[src/rtl/stp_pkg.sv]
package stp_pkg;
  // index width that stays at least one bit
  function automatic int idx_w(input int n);
    return (n > 1) ? $clog2(n) : 1;
  endfunction
endpackage

[src/rtl/stp_in_switch.sv]
module stp_in_switch #(
  parameter int P     = 4,
  parameter int W     = 8,
  parameter int SEL_W = 2
) (
  input  logic               valid_i,
  input  logic [P*W-1:0]     msg_i,
  input  logic [P-1:0]       en_i,
  input  logic [P*SEL_W-1:0] dest_i,
  output logic [P*W-1:0]     bank_data_o,
  output logic [P-1:0]       bank_we_o
);
  for (genvar b = 0; b < P; b++) begin : g_bank
    always_comb begin
      bank_we_o[b]           = 1'b0;
      bank_data_o[b*W +: W]  = '0;
      // lowest lane wins; schedule forbids a second one
      for (int p = P - 1; p >= 0; p--) begin
        if (valid_i && en_i[p] && (dest_i[p*SEL_W +: SEL_W] == SEL_W'(b))) begin
          bank_we_o[b]          = 1'b1;
          bank_data_o[b*W +: W] = msg_i[p*W +: W];
        end
      end
    end
  end
endmodule

[src/rtl/stp_bank.sv]
module stp_bank #(
  parameter int W      = 8,
  parameter int DEPTH  = 8,
  parameter int ADDR_W = 3
) (
  input  logic              clk_i,
  input  logic              rst_ni,
  input  logic              we_i,
  input  logic [ADDR_W-1:0] waddr_i,
  input  logic [W-1:0]      wdata_i,
  input  logic              re_i,
  input  logic [ADDR_W-1:0] raddr_i,
  output logic [W-1:0]      rdata_o
);
  logic [W-1:0] mem_q [DEPTH];

  always_ff @(posedge clk_i) begin
    if (we_i) mem_q[waddr_i] <= wdata_i;
  end

  // read-first: same-cycle write is not visible
  always_ff @(posedge clk_i or negedge rst_ni) begin
    if (!rst_ni)   rdata_o <= '0;
    else if (re_i) rdata_o <= mem_q[raddr_i];
  end
endmodule

[src/rtl/stp_out_switch.sv]
module stp_out_switch #(
  parameter int P     = 4,
  parameter int W     = 8,
  parameter int SEL_W = 2
) (
  input  logic               clk_i,
  input  logic               rst_ni,
  input  logic               valid_i,
  input  logic [P*W-1:0]     rd_data_i,
  input  logic [P*SEL_W-1:0] src_i,
  output logic [P*W-1:0]     msg_o,
  output logic               valid_o
);
  logic [P*W-1:0] mux_d;

  for (genvar q = 0; q < P; q++) begin : g_lane
    always_comb begin
      mux_d[q*W +: W] = '0;
      for (int b = 0; b < P; b++) begin
        if (src_i[q*SEL_W +: SEL_W] == SEL_W'(b)) mux_d[q*W +: W] = rd_data_i[b*W +: W];
      end
    end
  end

  always_ff @(posedge clk_i or negedge rst_ni) begin
    if (!rst_ni) begin
      msg_o   <= '0;
      valid_o <= 1'b0;
    end else begin
      valid_o <= valid_i;
      if (valid_i) msg_o <= mux_d;
    end
  end
endmodule

[src/rtl/stp_permuter.sv]
module stp_permuter #(
  parameter int P      = 4,
  parameter int W      = 8,
  parameter int DEPTH  = 8,
  parameter int SEL_W  = stp_pkg::idx_w(P),
  parameter int ADDR_W = stp_pkg::idx_w(DEPTH)
) (
  input  logic                clk_i,
  input  logic                rst_ni,
  input  logic                ctl_valid_i,
  input  logic [P*W-1:0]      msg_i,
  input  logic [P-1:0]        msg_en_i,
  input  logic [P*SEL_W-1:0]  in_dest_i,
  input  logic [P*ADDR_W-1:0] wr_addr_i,
  input  logic [P*ADDR_W-1:0] rd_addr_i,
  input  logic [P*SEL_W-1:0]  out_src_i,
  output logic [P*W-1:0]      msg_o,
  output logic                msg_valid_o
);
  logic [P*W-1:0]     bank_wdata;
  logic [P-1:0]       bank_we;
  logic [P*W-1:0]     bank_rdata;
  logic [P*SEL_W-1:0] src_q;
  logic               vld_q;

  stp_in_switch #(.P(P), .W(W), .SEL_W(SEL_W)) u_in_sw (
    .valid_i     (ctl_valid_i),
    .msg_i       (msg_i),
    .en_i        (msg_en_i),
    .dest_i      (in_dest_i),
    .bank_data_o (bank_wdata),
    .bank_we_o   (bank_we)
  );

  for (genvar b = 0; b < P; b++) begin : g_bank
    stp_bank #(.W(W), .DEPTH(DEPTH), .ADDR_W(ADDR_W)) u_bank (
      .clk_i   (clk_i),
      .rst_ni  (rst_ni),
      .we_i    (bank_we[b]),
      .waddr_i (wr_addr_i[b*ADDR_W +: ADDR_W]),
      .wdata_i (bank_wdata[b*W +: W]),
      .re_i    (ctl_valid_i),
      .raddr_i (rd_addr_i[b*ADDR_W +: ADDR_W]),
      .rdata_o (bank_rdata[b*W +: W])
    );
  end

  // align output routing with registered read data
  always_ff @(posedge clk_i or negedge rst_ni) begin
    if (!rst_ni) begin
      vld_q <= 1'b0;
      src_q <= '0;
    end else begin
      vld_q <= ctl_valid_i;
      if (ctl_valid_i) src_q <= out_src_i;
    end
  end

  stp_out_switch #(.P(P), .W(W), .SEL_W(SEL_W)) u_out_sw (
    .clk_i     (clk_i),
    .rst_ni    (rst_ni),
    .valid_i   (vld_q),
    .rd_data_i (bank_rdata),
    .src_i     (src_q),
    .msg_o     (msg_o),
    .valid_o   (msg_valid_o)
  );
endmodule

[config.mk]
export PLATFORM = sky130hd
export DESIGN_NAME = stp_permuter
export DESIGN_NICKNAME = d
export VERILOG_FILES = /design/src/rtl/stp_pkg.sv /design/src/rtl/stp_in_switch.sv /design/src/rtl/stp_bank.sv /design/src/rtl/stp_out_switch.sv /design/src/rtl/stp_permuter.sv
export SDC_FILE = /design/constraint.sdc
export NUM_CORES = 1
export LEC_CHECK = 0
export BUFFER_PORTS_ARGS = -buffer_cell sky130_fd_sc_hd__buf_2
export CAP_MARGIN = 40
export CELL_PAD_IN_SITES_DETAIL_PLACEMENT = 0
export CELL_PAD_IN_SITES_GLOBAL_PLACEMENT = 1
export CORE_ASPECT_RATIO = 0.5
export CORE_UTILIZATION = 40
export DETAILED_ROUTE_END_ITERATION = 10
export PLACE_DENSITY = 0.68
export SLEW_MARGIN = 25
export SYNTH_ARGS = -nofsm -noshare
export SYNTH_HDL_FRONTEND = slang
export SYNTH_HIERARCHICAL = 1
export SYNTH_SLANG_ARGS = --single-unit
export TNS_END_PERCENT = 100
[constraint.sdc]
create_clock -name clk_i -period 1 [get_ports clk_i]
set_input_delay 0.2 -clock clk_i [delete_from_list [all_inputs] [get_ports clk_i]]
set_output_delay 0.2 -clock clk_i [all_outputs]
set_load 0.1 [all_outputs]
## Word-level counts from Yosys, hierarchy flattened

Memories as Yosys holds them, arrays and structs flattened. A register that Yosys moved wholly into a read port is not among the register bits.
Index checks and enable logic that the tools add are counted.
Widths: inputs -> output; s select.

| word-level totals | value |
|---|---|
| bits in registers | 42 |
| RAM bits | 256 |
| bits of input ports | 79 |
| output and inout port bits | 33 |
| word-level logic and storage cells | 120 |
| memories | 4 |

| operators by class | value |
|---|---|
| equality and inequality tests | 24 |
| multiplexer cells | 56 |
| reductions and logical operators | 32 |

Memories:

| name | words | bits a word | rd ports | clocked after Yosys merged registers in | write ports | RTL line | RTL |
|---|---|---|---|---|---|---|---|
| g_bank[0].u_bank.mem_q | 8 | 8 | 1 | 1 | 1 | stp_bank.sv:15 | `logic [W-1:0] mem_q [DEPTH];` |
| g_bank[1].u_bank.mem_q | 8 | 8 | 1 | 1 | 1 | stp_bank.sv:15 |  |
| g_bank[2].u_bank.mem_q | 8 | 8 | 1 | 1 | 1 | stp_bank.sv:15 |  |
| g_bank[3].u_bank.mem_q | 8 | 8 | 1 | 1 | 1 | stp_bank.sv:15 |  |

Operators with widths:

| kind | number |
|---|---|
| $mux 8 | 32 |
| $eq 2x2->1 const B | 16 |
| $mux 1 | 24 |
| $logic_and 1x1->1 | 20 |
| $eq 2x1->1 const B | 8 |
| $logic_not 2->1 | 8 |
| $logic_not 1->1 | 4 |

## Longest topological paths before layout

Gate-level depths: netlist of the first run.

| depth | value |
|---|---|
| depth after elaboration | 8 |
| mapped depth | 7 |
| gate-level depth less buffers | 4 |

## Modules after synthesis

The synthesis of the first run kept the hierarchy.

Modules (own cells, without submodules):

| module | times used | cells an instance | area each (um^2) | sequential area each (um^2) |
|---|---|---|---|---|
| stp_bank | 4 | 169 | 2,861.5 | 2,122.0 |
| stp_out_switch | 1 | 185 | 2,168.3 | 825.8 |
| stp_in_switch | 1 | 196 | 1,385.1 | 0.0 |
| stp_permuter | 1 | 18 | 356.6 | 225.2 |

## Worst setup path after synthesis of the first run

No wires, ideal clock.

| timing | value |
|---|---|
| path type | input to register |
| start | input port in_dest_i[1] |
| end | memory g_bank[1].u_bank.mem_q[0][0], enable pin |
| setup time | 383 ps |
| data arrival time | 1,719 ps |
| required time | 617 ps |
| path slack | -1,102 ps |
| cell stages on the path | 6 |
| path buffers | 2 |
| cell sequence | clkbuf_2 -> and4b_1 -> clkbuf_1 -> or4_4 -> nand2b_1 -> nor3_1 |

| on the way | value |
|---|---|
| word-level cells in the longest chain between the ends | 5 |

RTL lines:

| what | RTL line | RTL |
|---|---|---|
| start: declaration | stp_permuter.sv:13 | `input logic [P*SEL_W-1:0] in_dest_i,` |
| $eq 2x1->1 | stp_in_switch.sv:19 | `if (valid_i && en_i[p] && (dest_i[p*SEL_W +: SEL_W] == SEL_W'(b))) begin` |
| $logic_and 1x1->1 | stp_in_switch.sv:19 |  |
| $mux 1 | stp_in_switch.sv:19 |  |
| named net bank_we[1] | stp_permuter.sv:21 | `logic [P-1:0] bank_we;` |
| $mux 1 | stp_bank.sv:18 | `if (we_i) mem_q[waddr_i] <= wdata_i;` |
| $mux 1 (not written as such) | stp_bank.sv:18 |  |
| end: declaration | stp_bank.sv:15 |  |

The timed path passes the listed nets, and every way through them passes these cells.

## Final worst setup path of the first run

| timing | value |
|---|---|
| start | register u_out_sw.msg_o[21] |
| end | output port msg_o[21] |

RTL lines:

| what | RTL line | RTL |
|---|---|---|
| start: declaration | stp_out_switch.sv:11 | `output logic [P*W-1:0] msg_o,` |
| start signal: assignment | stp_out_switch.sv:31 | `if (valid_i) msg_o <= mux_d;` |
| end: declaration | stp_permuter.sv:17 | `output logic [P*W-1:0] msg_o,` |

No word-level cell between the ends.

==> impl_metrics.py, run 1 <==
metrics = {
    "min_path": {
        "hp-class": "in -> reg",
        "min_from": "wr_addr_i[8]",
    },
    "logic_synthesis": {
        "synth_top_area_frac": 0.501,
        "syn_nets": 1154,
        "ys.flop_type": "edfxtp_1",
        "synth_area_leader_cell": "edfxtp_1",
        "netlist_top_cells_count": "256 x edfxtp_1, 160 x mux2i_1, 74 x dfrtp_1",
        "synth_area_leaders": "edfxtp_1 50%, dfrtp_1 12%, mux2i_1 10%, nor2b_1 2.6%, a41o_1 2.1%",
        "yosys_warnings": 6,
        "syn_inst": 1075,
        "yosys.cell_types.count": 42,
        "synth-edff-count": 256,
        "seq_area_frac_synth": 0.621,
        "async_reset_ff_frac": 0.224,
        "synth_seq_cells": 330,
        "synth_area_mm2": 0.0154,
        "synth.avg_cell_area_um2": 14.3,
        "yosysMostFrequentCell": "edfxtp_1",
    },
    "detailed_routing": {
        "wirelength_mm": 44.6,
        "drcViolationCount": 0,
        "drt_iter0_drc": 1035,
        "vias": 10600,
        "viasPerCell": 5.56,
        "wire_per_inst_um": 23.4,
        "dr.pass1.iters": 7,
        "ant_nets": 0,
    },
    "critical_path": {
        "required_ns": 0.80,
        "reg2reg_from": "g_bank[1].u_bank/mem_q[2][1]",
        "r2r_slack_ns": -0.14,
        "cp_num_buf_inv": 1,
        "crit_start": "u_out_sw/msg_o[21]",
        "worstPathArrival_ns": 1.25,
        "cpLargestDelayFamily": "flip-flops",
        "critPathSlowestCell": "dfrtp_1",
        "path_cells": "buf_12",
        "worst-path-max-fanout": 2,
        "cp_slowest_stage_delay_ns": 0.44,
        "worstSetupPathType": "reg -> out",
        "critPathCaptureType": "primary output",
        "cp-start-kind": "flip-flop",
    },
    "grt": {
        "antenna_found_initial": 0,
        "globalRouteOverflowTotal": 0,
        "grt_max_degree": 58,
        "grt_usage": 0.227,
        "grt_pass1_vias": 10800,
        "grt_pass1_wl_mm": 67.1,
    },
    "cells_and_area": {
        "final_nets": 1443,
        "finish.utilization": 0.560,
        "final_cells": 1910,
        "n_fill_cell": 2977,
        "syn2layout_area_growth_pct": 37.1,
        "drive_gt1_frac": 0.376,
    },
    "timing": {
        "max_slew.worst_pin.slew_ns": 0.682,
        "setup-violations-final": 601,
        "fin_worst_skew_ns": 0.0317,
        "hold_viol_final": 0,
        "period_share": 1.45,
        "finalMaxSlewViolations": 0,
        "period_minus_slack_ns": 1.45,
        "timing.hold.ws_ns": 0.0707,
        "relSlewSlack": 0.545,
        "rsz0062_at_grt": "yes",
        "fin_ws_ns": -0.446,
        "fmax_ghz": 0.692,
    },
    "placed_design": {
        "post-dp-hpwl_mm": 31.6,
        "numPortBuffers": 111,
        "gp_congestion": 0.967,
        "dpl.cell_count": 1802,
    },
    "clocking": {
        "cts_buffers": 31,
        "clkTransAtPathRegs_ns": 0.07,
        "cts_tree": "built",
        "clockBufferDepth": 3,
        "cts.sinks": 330,
        "clk_latency_ns": 0.60,
        "cts-root-buf": "clkbuf_16",
        "ctsHtreeMaxLevel": 1,
    },
    "outcome": {
        "status": "complete, but fails checks",
        "violations": "setup timing",
    },
    "job": {
        "cap_violations": 0,
    },
    "floorplanning": {
        "die_height_um": 141,
        "die_w_um": 279,
        "die_area_mm2": 0.0392,
        "num_rows": 50,
        "io_pins": 112,
        "initial_core_util": 0.408,
        "core_area_mm2": 0.0376,
    },
    "power": {
        "p_per_area_mw_per_mm2": 1790,
        "ir_drop_mv": 1.72,
        "power.leakage_nw": 7.65,
    },
}
-- report_power, final --
group / internal [mW] / switching [mW]
clock: 8.28 / 5.42
combinational: 3.23 / 4.49
sequential: 15.6 / 0.681
total: 27.1 / 10.6
-- what timing repair did --
action	CTS	global route
pin swaps	22	21
cloned	1	0
gates resized for setup	87	44
hold endpoints to repair	82	0
setup endpoints to repair	609	609
hold buffers	10	0
buffers inserted	24	17
-- final cells by class --
class	count	area, um2	area share
Timing Repair Buffer	337	3500	0.166
Multi-Input combinational cell	656	6120	0.291
Inverter	8	30.0	0.00143
Tap cell	520	651	0.0309
Clock inverter	21	344	0.0163
Clock buffer	37	860	0.0408
Sequential cell	330	9550	0.454
Antenna cell	1	2.50	0.000119
-- worst paths after layout --
kind | to | cells after the start
max | msg_o[21] | 1
min | g_bank[2].u_bank/mem_q[7][4] | 3
max reg2reg | g_bank[1].u_bank/rdata_o[1] | 3
min reg2reg | src_q[5] | 1
max in group asynchronous | src_q[3] | 3
min in group asynchronous | u_out_sw/valid_o | 3
-- registers in the layout, summed over array words and instances (netlist names) --
signal / count
u_out_sw/msg_o: 32
src_q: 8
g_bank.u_bank/mem_q: 256
u_out_sw/valid_o: 1
vld_q: 1
g_bank.u_bank/rdata_o: 32
-- cell usage in the layout (no fill, tap or decap), drive strengths merged, types with 37 or more instances in the layout --
cell type,n
buf,327
edfxtp,256
mux2i,160
dfrtp,74
nor2b,64
nand3,64
nor2,60
nand2b,52
clkbuf,37
-- stage by stage --
stage          power (mW)  setup TNS (ns)  worst slack (ns)  area [um2]
3_3_place_gp         23.6         -467.65             -1.13       18600
5_1_grt              38.8         -106.86            -0.482       21000
2_1_floorplan        20.5         -339.32            -0.735       16000
3_5_place_dp         23.7         -478.60             -1.15       18600
4_1_cts              37.7          -84.04            -0.470       20600
6_report             37.7          -96.52            -0.446       21100
-- cells by family (layout without fill, tap and decap cells) --
kind of cell	Yosys count	count (layout)	share of synthesized area
AO/OA/AOI/OAI	192	192	0.108
AND/OR/NAND/NOR	296	296	0.114
flip-flops	330	330	0.621
other	0	1	0
multiplexers	168	168	0.112
buffers and inverters	89	403	0.0449
-- per-layer routing --
layer,vias to the layer above,global-route usage,share of wire
met5,-,0,0
met4,0,0.0570,0.023
met3,79,0.0440,0.065
met2,344,0.361,0.46
met1,5385,0.321,0.45
li1,4817,-,-
(Power assumes the default switching activity.)
==> run 2, diff against run 1 <==
--- a/config.mk
+++ b/config.mk
@@ -12,10 +12,9 @@
 export CORE_ASPECT_RATIO = 0.5
 export CORE_UTILIZATION = 40
 export DETAILED_ROUTE_END_ITERATION = 10
-export PLACE_DENSITY = 0.68
+export PLACE_DENSITY = 0.67
 export SLEW_MARGIN = 25
 export SYNTH_ARGS = -nofsm -noshare
 export SYNTH_HDL_FRONTEND = slang
-export SYNTH_HIERARCHICAL = 1
 export SYNTH_SLANG_ARGS = --single-unit
 export TNS_END_PERCENT = 100
==> impl_metrics.py, run 2 <==
metrics = {
    "timing": {
        "relSlewSlack": 0.598,
        "setup-violations-final": 546,
        "fin_worst_skew_ns": 0.0159,
        "fin_ws_ns": -0.456,
        "timing.hold.ws_ns": 0.111,
        "rsz0062_at_grt": "yes",
        "period_minus_slack_ns": 1.46,
        "period_share": 1.46,
        "fmax_ghz": 0.687,
        "hold_viol_final": 0,
        "finalMaxSlewViolations": 0,
        "max_slew.worst_pin.slew_ns": 0.603,
    },
    "detailed_routing": {
        "viasPerCell": 5.59,
        "ant_nets": 0,
        "wire_per_inst_um": 24.1,
        "dr.pass1.iters": 8,
        "wirelength_mm": 41.5,
        "vias": 9621,
        "dr_wl_met3_mm": 2.23,
        "top_layer_used": "met4",
        "drcViolationCount": 16,
        "wl_met2_mm": 19.5,
        "drt-met1-wl_mm": 18.5,
        "drt_iter0_drc": 813,
    },
    "floorplanning": {
        "io_pins": 112,
        "die_w_um": 274,
        "die_area_mm2": 0.0378,
        "num_rows": 49,
        "initial_core_util": 0.408,
        "die_height_um": 138,
        "core_area_mm2": 0.0362,
    },
    "grt": {
        "grt_pass1_vias": 9865,
        "antenna_found_initial": 0,
        "grt_pass1_wl_mm": 61.5,
        "grt_usage": 0.222,
        "grt_max_degree": 75,
        "globalRouteOverflowTotal": 0,
    },
    "cells_and_area": {
        "final_nets": 1293,
        "final_cells": 1721,
        "finish.utilization": 0.593,
        "mostFrequentLayoutCell": "edfxtp_1",
        "postLayoutCellArea_mm2": 0.0214,
        "regMostFlops": "g_bank.u_bank.mem_q",
        "layout_common_cells": "256 x edfxtp_1, 175 x buf_4, 96 x mux4_2, 83 x buf_12, 74 x dfrtp_1",
        "top_regs": "g_bank.u_bank.mem_q (256), g_bank.u_bank.rdata_o (32), u_out_sw.msg_o (32)",
        "drive_gt1_frac": 0.584,
        "largest_reg_flops": 256,
        "syn2layout_area_growth_pct": 45.1,
        "n_fill_cell": 2661,
        "antenna_cells_inserted": 0,
    },
    "placed_design": {
        "dpl.cell_count": 1561,
        "post-dp-hpwl_mm": 27.7,
        "detailedPlace.worstSlack_ns": -1.11,
        "place_area_mm2": 0.0184,
        "gp_congestion": 0.900,
        "numPortBuffers": 111,
    },
    "power": {
        "p_comb_frac": 0.215,
        "ir_drop_mv": 1.02,
        "switching_share": 0.277,
        "p_clk_frac": 0.319,
        "share_seq_of_total_power": 0.466,
        "power.leakage_nw": 7.24,
        "p_per_area_mw_per_mm2": 1610,
        "p_int_mw": 25.0,
        "switching_power_mw": 9.56,
    },
    "clocking": {
        "clockBufferDepth": 3,
        "cts-root-buf": "clkbuf_16",
        "cts_buffers": 30,
        "clkTransAtPathRegs_ns": 0.07,
        "ctsHtreeMaxLevel": 1,
        "cts.sinks": 330,
        "cts_tree": "built",
        "clk_latency_ns": 0.58,
    },
    "critical_path": {
        "r2r_slack_ns": -0.46,
        "required_ns": 1.45,
        "r2r_cells": 4,
        "cp-start-kind": "flip-flop",
        "worstPathArrival_ns": 1.91,
        "critPathCaptureType": "flip-flop",
        "worstSetupPathType": "reg -> reg",
        "worst-path-max-fanout": 1,
        "reg2reg_from": "g_bank[3].u_bank.mem_q[3][3]",
        "reg2reg_to": "g_bank[3].u_bank.rdata_o[3]",
    },
    "logic_synthesis": {
        "ys.flop_type": "edfxtp_1",
        "yosys.cell_types.count": 35,
        "netlist_top_cells_count": "256 x edfxtp_1, 96 x mux4_2, 88 x nor2_1",
        "async_reset_ff_frac": 0.224,
        "synth_top_area_frac": 0.520,
        "synth_area_leader_cell": "edfxtp_1",
        "synth_area_leaders": "edfxtp_1 52%, mux4_2 15%, dfrtp_1 13%, mux2_2 3.0%, nor2_1 2.2%",
        "yosysMostFrequentCell": "edfxtp_1",
        "syn_inst": 849,
        "synth_area_mm2": 0.0148,
        "synth-edff-count": 256,
        "syn_nets": 928,
        "synth_seq_cells": 330,
        "yosys_warnings": 0,
        "synth.avg_cell_area_um2": 17.4,
        "seq_area_frac_synth": 0.646,
    },
    "job": {
        "cap_violations": 0,
    },
    "min_path": {
        "hp-class": "in -> reg",
        "min_from": "wr_addr_i[2]",
        "min_path_cells": 3,
        "hold_path_end": "g_bank[0].u_bank.mem_q[0][5]",
    },
    "outcome": {
        "status": "complete, but fails checks",
        "violations": "DRC, setup timing",
    },
}
run 2: worst max path at each step:
stage / cells past startpoint / slack (ns) / startpoint / end
5_1_grt: 4 / -0.50 / g_bank[2].u_bank.mem_q[7][0] / g_bank[2].u_bank.rdata_o[0]
2_1_floorplan: 5 / -0.59 / ctl_valid_i / g_bank[1].u_bank.mem_q[2][0]
3_5_place_dp: 6 / -1.11 / ctl_valid_i / g_bank[2].u_bank.mem_q[3][0]
4_1_cts: 3 / -0.46 / src_q[0] / u_out_sw.msg_o[6]
3_3_place_gp: 6 / -1.08 / ctl_valid_i / g_bank[2].u_bank.mem_q[3][0]
6_report: 4 / -0.46 / g_bank[3].u_bank.mem_q[3][3] / g_bank[3].u_bank.rdata_o[3]
run 2: cells by family after synthesis:
logic type / after synthesis / synth area share
and+or+nand+nor: 168 / 0.0618
DFF: 330 / 0.646
buffers and inverters: 79 / 0.0326
AOI/OAI and AO/OA: 104 / 0.0614
muxes: 168 / 0.199
run 2: worst max-delay path, cell delays in order, from the launching register on:
cell	delay (ns)
edfxtp_1	0.37
mux4_2	0.49
mux2i_2	0.22
buf_4	0.20
a21oi_2	0.06
run 2: final cells by class:
cell class	count	area, um2	area share
flip-flops and latches	330	9540	0.445
clock buffers	44	823	0.0384
multi-input cells	440	6080	0.284
well taps	484	606	0.0282
inverters	12	45.0	0.00210
repair buffers	400	4240	0.198
clock inverters	11	108	0.00502
run 2: power groups by stage:
stage / clock network, mW / registers (mW) / logic [mW]
after global placement: 0 / 16.3 / 6.40
after detailed placement: 0 / 16.4 / 6.47
after floorplan: 0 / 17.7 / 2.15
after CTS: 11.2 / 16.1 / 7.27
final: 11.0 / 16.1 / 7.41
after global routing: 11.7 / 16.2 / 7.70
run 2: timing repair:
action                                 in CTS  in global routing
hold buffers                                9                  0
gates resized for setup                   200                 39
pin swaps                                 101                 21
buffers inserted                           90                 10
setup endpoints to repair                 617                559
endpoints found under the hold margin      82                  0
gates cloned                                4                  1
run 2: stage by stage:
stage	total power [mW]	TNS, ns
global route	35.5	-75.17
floorplan	19.9	-283.95
finish	34.5	-64.86
detailed placement	22.9	-504.82
CTS	34.6	-51.53
global placement	22.7	-487.78
run 2: per-layer routing:
| layer | track usage | vias up |
|---|---|---|
| met2 | 0.348 | 346 |
| met4 | 0.0816 | 0 |
| met1 | 0.319 | 5010 |
| li1 | - | 4175 |
| met3 | 0.0298 | 90 |
| met5 | 0 | - |
==> run 3, diff against run 2 <==
--- a/config.mk
+++ b/config.mk
@@ -13,7 +13,6 @@
 export CORE_UTILIZATION = 40
 export DETAILED_ROUTE_END_ITERATION = 10
 export PLACE_DENSITY = 0.67
-export SLEW_MARGIN = 25
 export SYNTH_ARGS = -nofsm -noshare
 export SYNTH_HDL_FRONTEND = slang
 export SYNTH_SLANG_ARGS = --single-unit
==> constraint.sdc (replaced) <==
create_clock -name clk_i -period 1.3 [get_ports clk_i]
set_input_delay 0.13 -clock clk_i [delete_from_list [all_inputs] [get_ports clk_i]]
set_output_delay 0.13 -clock clk_i [all_outputs]
set_load 0.1 [all_outputs]
==> impl_metrics.py, run 3 (synthesis gave the netlist of run 2 again) <==
metrics = {
    "floorplanning": {
        "num_rows": 49,
        "core_area_mm2": 0.0362,
        "io_pins": 112,
        "die_w_um": 274,
        "die_height_um": 138,
        "initial_core_util": 0.408,
        "die_area_mm2": 0.0378,
    },
    "timing": {
        "setup-violations-final": 86,
        "timing.hold.ws_ns": 0.0274,
        "finalMaxSlewViolations": 0,
        "max_slew.worst_pin.slew_ns": 0.776,
        "period_share": 1.14,
        "period_minus_slack_ns": 1.48,
        "setup_tns_ns": -5.99,
        "fmax_ghz": 0.674,
        "relSlewSlack": 0.483,
        "rsz0062_at_grt": "yes",
        "hold_viol_final": 0,
        "fin_worst_skew_ns": 0.0121,
        "fin_ws_ns": -0.184,
    },
    "cells_and_area": {
        "largest_reg_flops": 256,
        "finish.utilization": 0.551,
        "n_fill_cell": 2818,
        "final_cells": 1625,
        "syn2layout_area_growth_pct": 35.0,
        "layout_common_cells": "256 x edfxtp_1, 136 x buf_4, 96 x mux4_2, 76 x buf_2, 76 x buf_12",
        "postLayoutCellArea_mm2": 0.0199,
        "top_regs": "g_bank.u_bank.mem_q (256), g_bank.u_bank.rdata_o (32), u_out_sw.msg_o (32)",
        "regMostFlops": "g_bank.u_bank.mem_q",
        "drive_gt1_frac": 0.516,
        "mostFrequentLayoutCell": "edfxtp_1",
        "final_nets": 1196,
    },
    "clocking": {
        "cts-root-buf": "clkbuf_16",
        "clkTransAtPathRegs_ns": 0.07,
        "cts_tree": "built",
        "clockBufferDepth": 3,
        "ctsHtreeMaxLevel": 1,
        "clk_latency_ns": 0.57,
        "cts.sinks": 330,
        "cts_buffers": 29,
    },
    "min_path": {
        "min_path_cells": 2,
        "hold_path_end": "g_bank[3].u_bank.mem_q[0][0]",
        "hp-class": "in -> reg",
        "min_from": "wr_addr_i[9]",
    },
    "critical_path": {
        "r2r_slack_ns": -0.18,
        "crit_start": "g_bank[3].u_bank.mem_q[5][5]",
        "required_ns": 1.73,
        "critPathSlowestCell": "mux4_2",
        "r2r_cells": 4,
        "reg2reg_to": "g_bank[3].u_bank.rdata_o[5]",
        "cp_slowest_stage_delay_ns": 0.52,
        "cpLargestDelayFamily": "multiplexers",
        "worstPathArrival_ns": 1.92,
        "worstSetupPathType": "reg -> reg",
        "cp-start-kind": "flip-flop",
        "worst-path-max-fanout": 1,
        "reg2reg_from": "g_bank[3].u_bank.mem_q[5][5]",
        "cp_num_buf_inv": 1,
        "path_cells": "mux4_2 -> mux2i_2 -> buf_4 -> a21oi_2",
        "critPathCaptureType": "flip-flop",
    },
    "power": {
        "p_per_area_mw_per_mm2": 1320,
        "p_clk_frac": 0.325,
        "switching_power_mw": 7.21,
        "switching_share": 0.275,
        "power.leakage_nw": 6.56,
        "p_int_mw": 19.1,
        "share_seq_of_total_power": 0.472,
        "p_comb_frac": 0.203,
        "ir_drop_mv": 0.991,
        "power_mw": 26.3,
    },
    "job": {
        "cap_violations": 0,
    },
    "placed_design": {
        "numPortBuffers": 111,
        "place_area_mm2": 0.0178,
        "dpl.cell_count": 1534,
        "gp_congestion": 0.939,
        "detailedPlace.worstSlack_ns": -0.690,
        "post-dp-hpwl_mm": 28.3,
    },
    "grt": {
        "met3_usage": 0.0384,
        "grt_pass1_wl_mm": 58.1,
        "grt_usage": 0.211,
        "gr-usage-met2": 0.342,
        "grt_pass1_vias": 9268,
        "antenna_found_initial": 0,
        "use_met1": 0.297,
        "globalRouteOverflowTotal": 0,
        "grt_max_degree": 74,
        "busiest_layer": "met2",
    },
    "detailed_routing": {
        "wirelength_mm": 38.5,
        "vias": 9002,
        "dr.pass1.iters": 8,
        "drcViolationCount": 4,
        "ant_nets": 0,
        "wire_per_inst_um": 23.7,
        "viasPerCell": 5.54,
        "drt_iter0_drc": 795,
    },
    "outcome": {
        "status": "complete, but fails checks",
        "violations": "DRC, setup timing",
    },
}
==> run 3: cell types whose count changed in the layout (fill, tap and decap cells not counted), moves of 9 or more <==
cell,before,now
a211oi_1,6,15
a21oi_2,19,1
buf_4,175,136
clkbuf_1,12,2
a211oi_4,16,0
buf_2,65,76
a21oi_1,13,31
buf_6,60,1
==> run 3: power by group through the flow <==
stage / sequential (mW) / clock, mW / combinational [mW]
2_1_floorplan: 13.7 / 0 / 1.68
3_3_place_gp: 12.5 / 0 / 4.35
3_5_place_dp: 12.5 / 0 / 4.39
4_1_cts: 12.4 / 8.72 / 5.18
5_1_grt: 12.4 / 9.11 / 5.56
6_report: 12.4 / 8.54 / 5.34
==> run 3: layer usage <==
layer,vias to the layer above,routed length (um)
met5,-,0
met4,0,688
met3,52,2270
met2,249,18600
met1,4703,16900
li1,3998,-
==> run 3: cell type report <==
| type | instances | area (um2) | share of cell area |
|---|---|---|---|
| Clock buffer | 31 | 733 | 0.0368 |
| Clock inverter | 22 | 204 | 0.0102 |
| Tap cell | 484 | 606 | 0.0304 |
| Inverter | 12 | 45.0 | 0.00226 |
| Multi-Input combinational cell | 440 | 5720 | 0.287 |
| Antenna cell | 2 | 5.00 | 0.000251 |
| Sequential cell | 330 | 9540 | 0.478 |
| Timing Repair Buffer | 304 | 3080 | 0.155 |
==> run 3: how the worst max path moves through the flow <==
stage | endpoint | cells past startpoint
finish | g_bank[3].u_bank.rdata_o[5] | 4
global route | g_bank[3].u_bank.rdata_o[5] | 4
CTS | g_bank[3].u_bank.rdata_o[5] | 4
detailed placement | g_bank[2].u_bank.mem_q[2][0] | 7
global placement | g_bank[2].u_bank.mem_q[2][2] | 7
floorplan | g_bank[1].u_bank.mem_q[2][0] | 5
==> run 3: what timing repair did <==
| item | in CTS | in global routing |
|---|---|---|
| setup endpoints to repair | 186 | 200 |
| resized for setup | 181 | 23 |
| hold buffers | 15 | 0 |
| pin swaps | 12 | 13 |
| endpoints found under the hold margin | 130 | 0 |
| setup buffers | 5 | 16 |
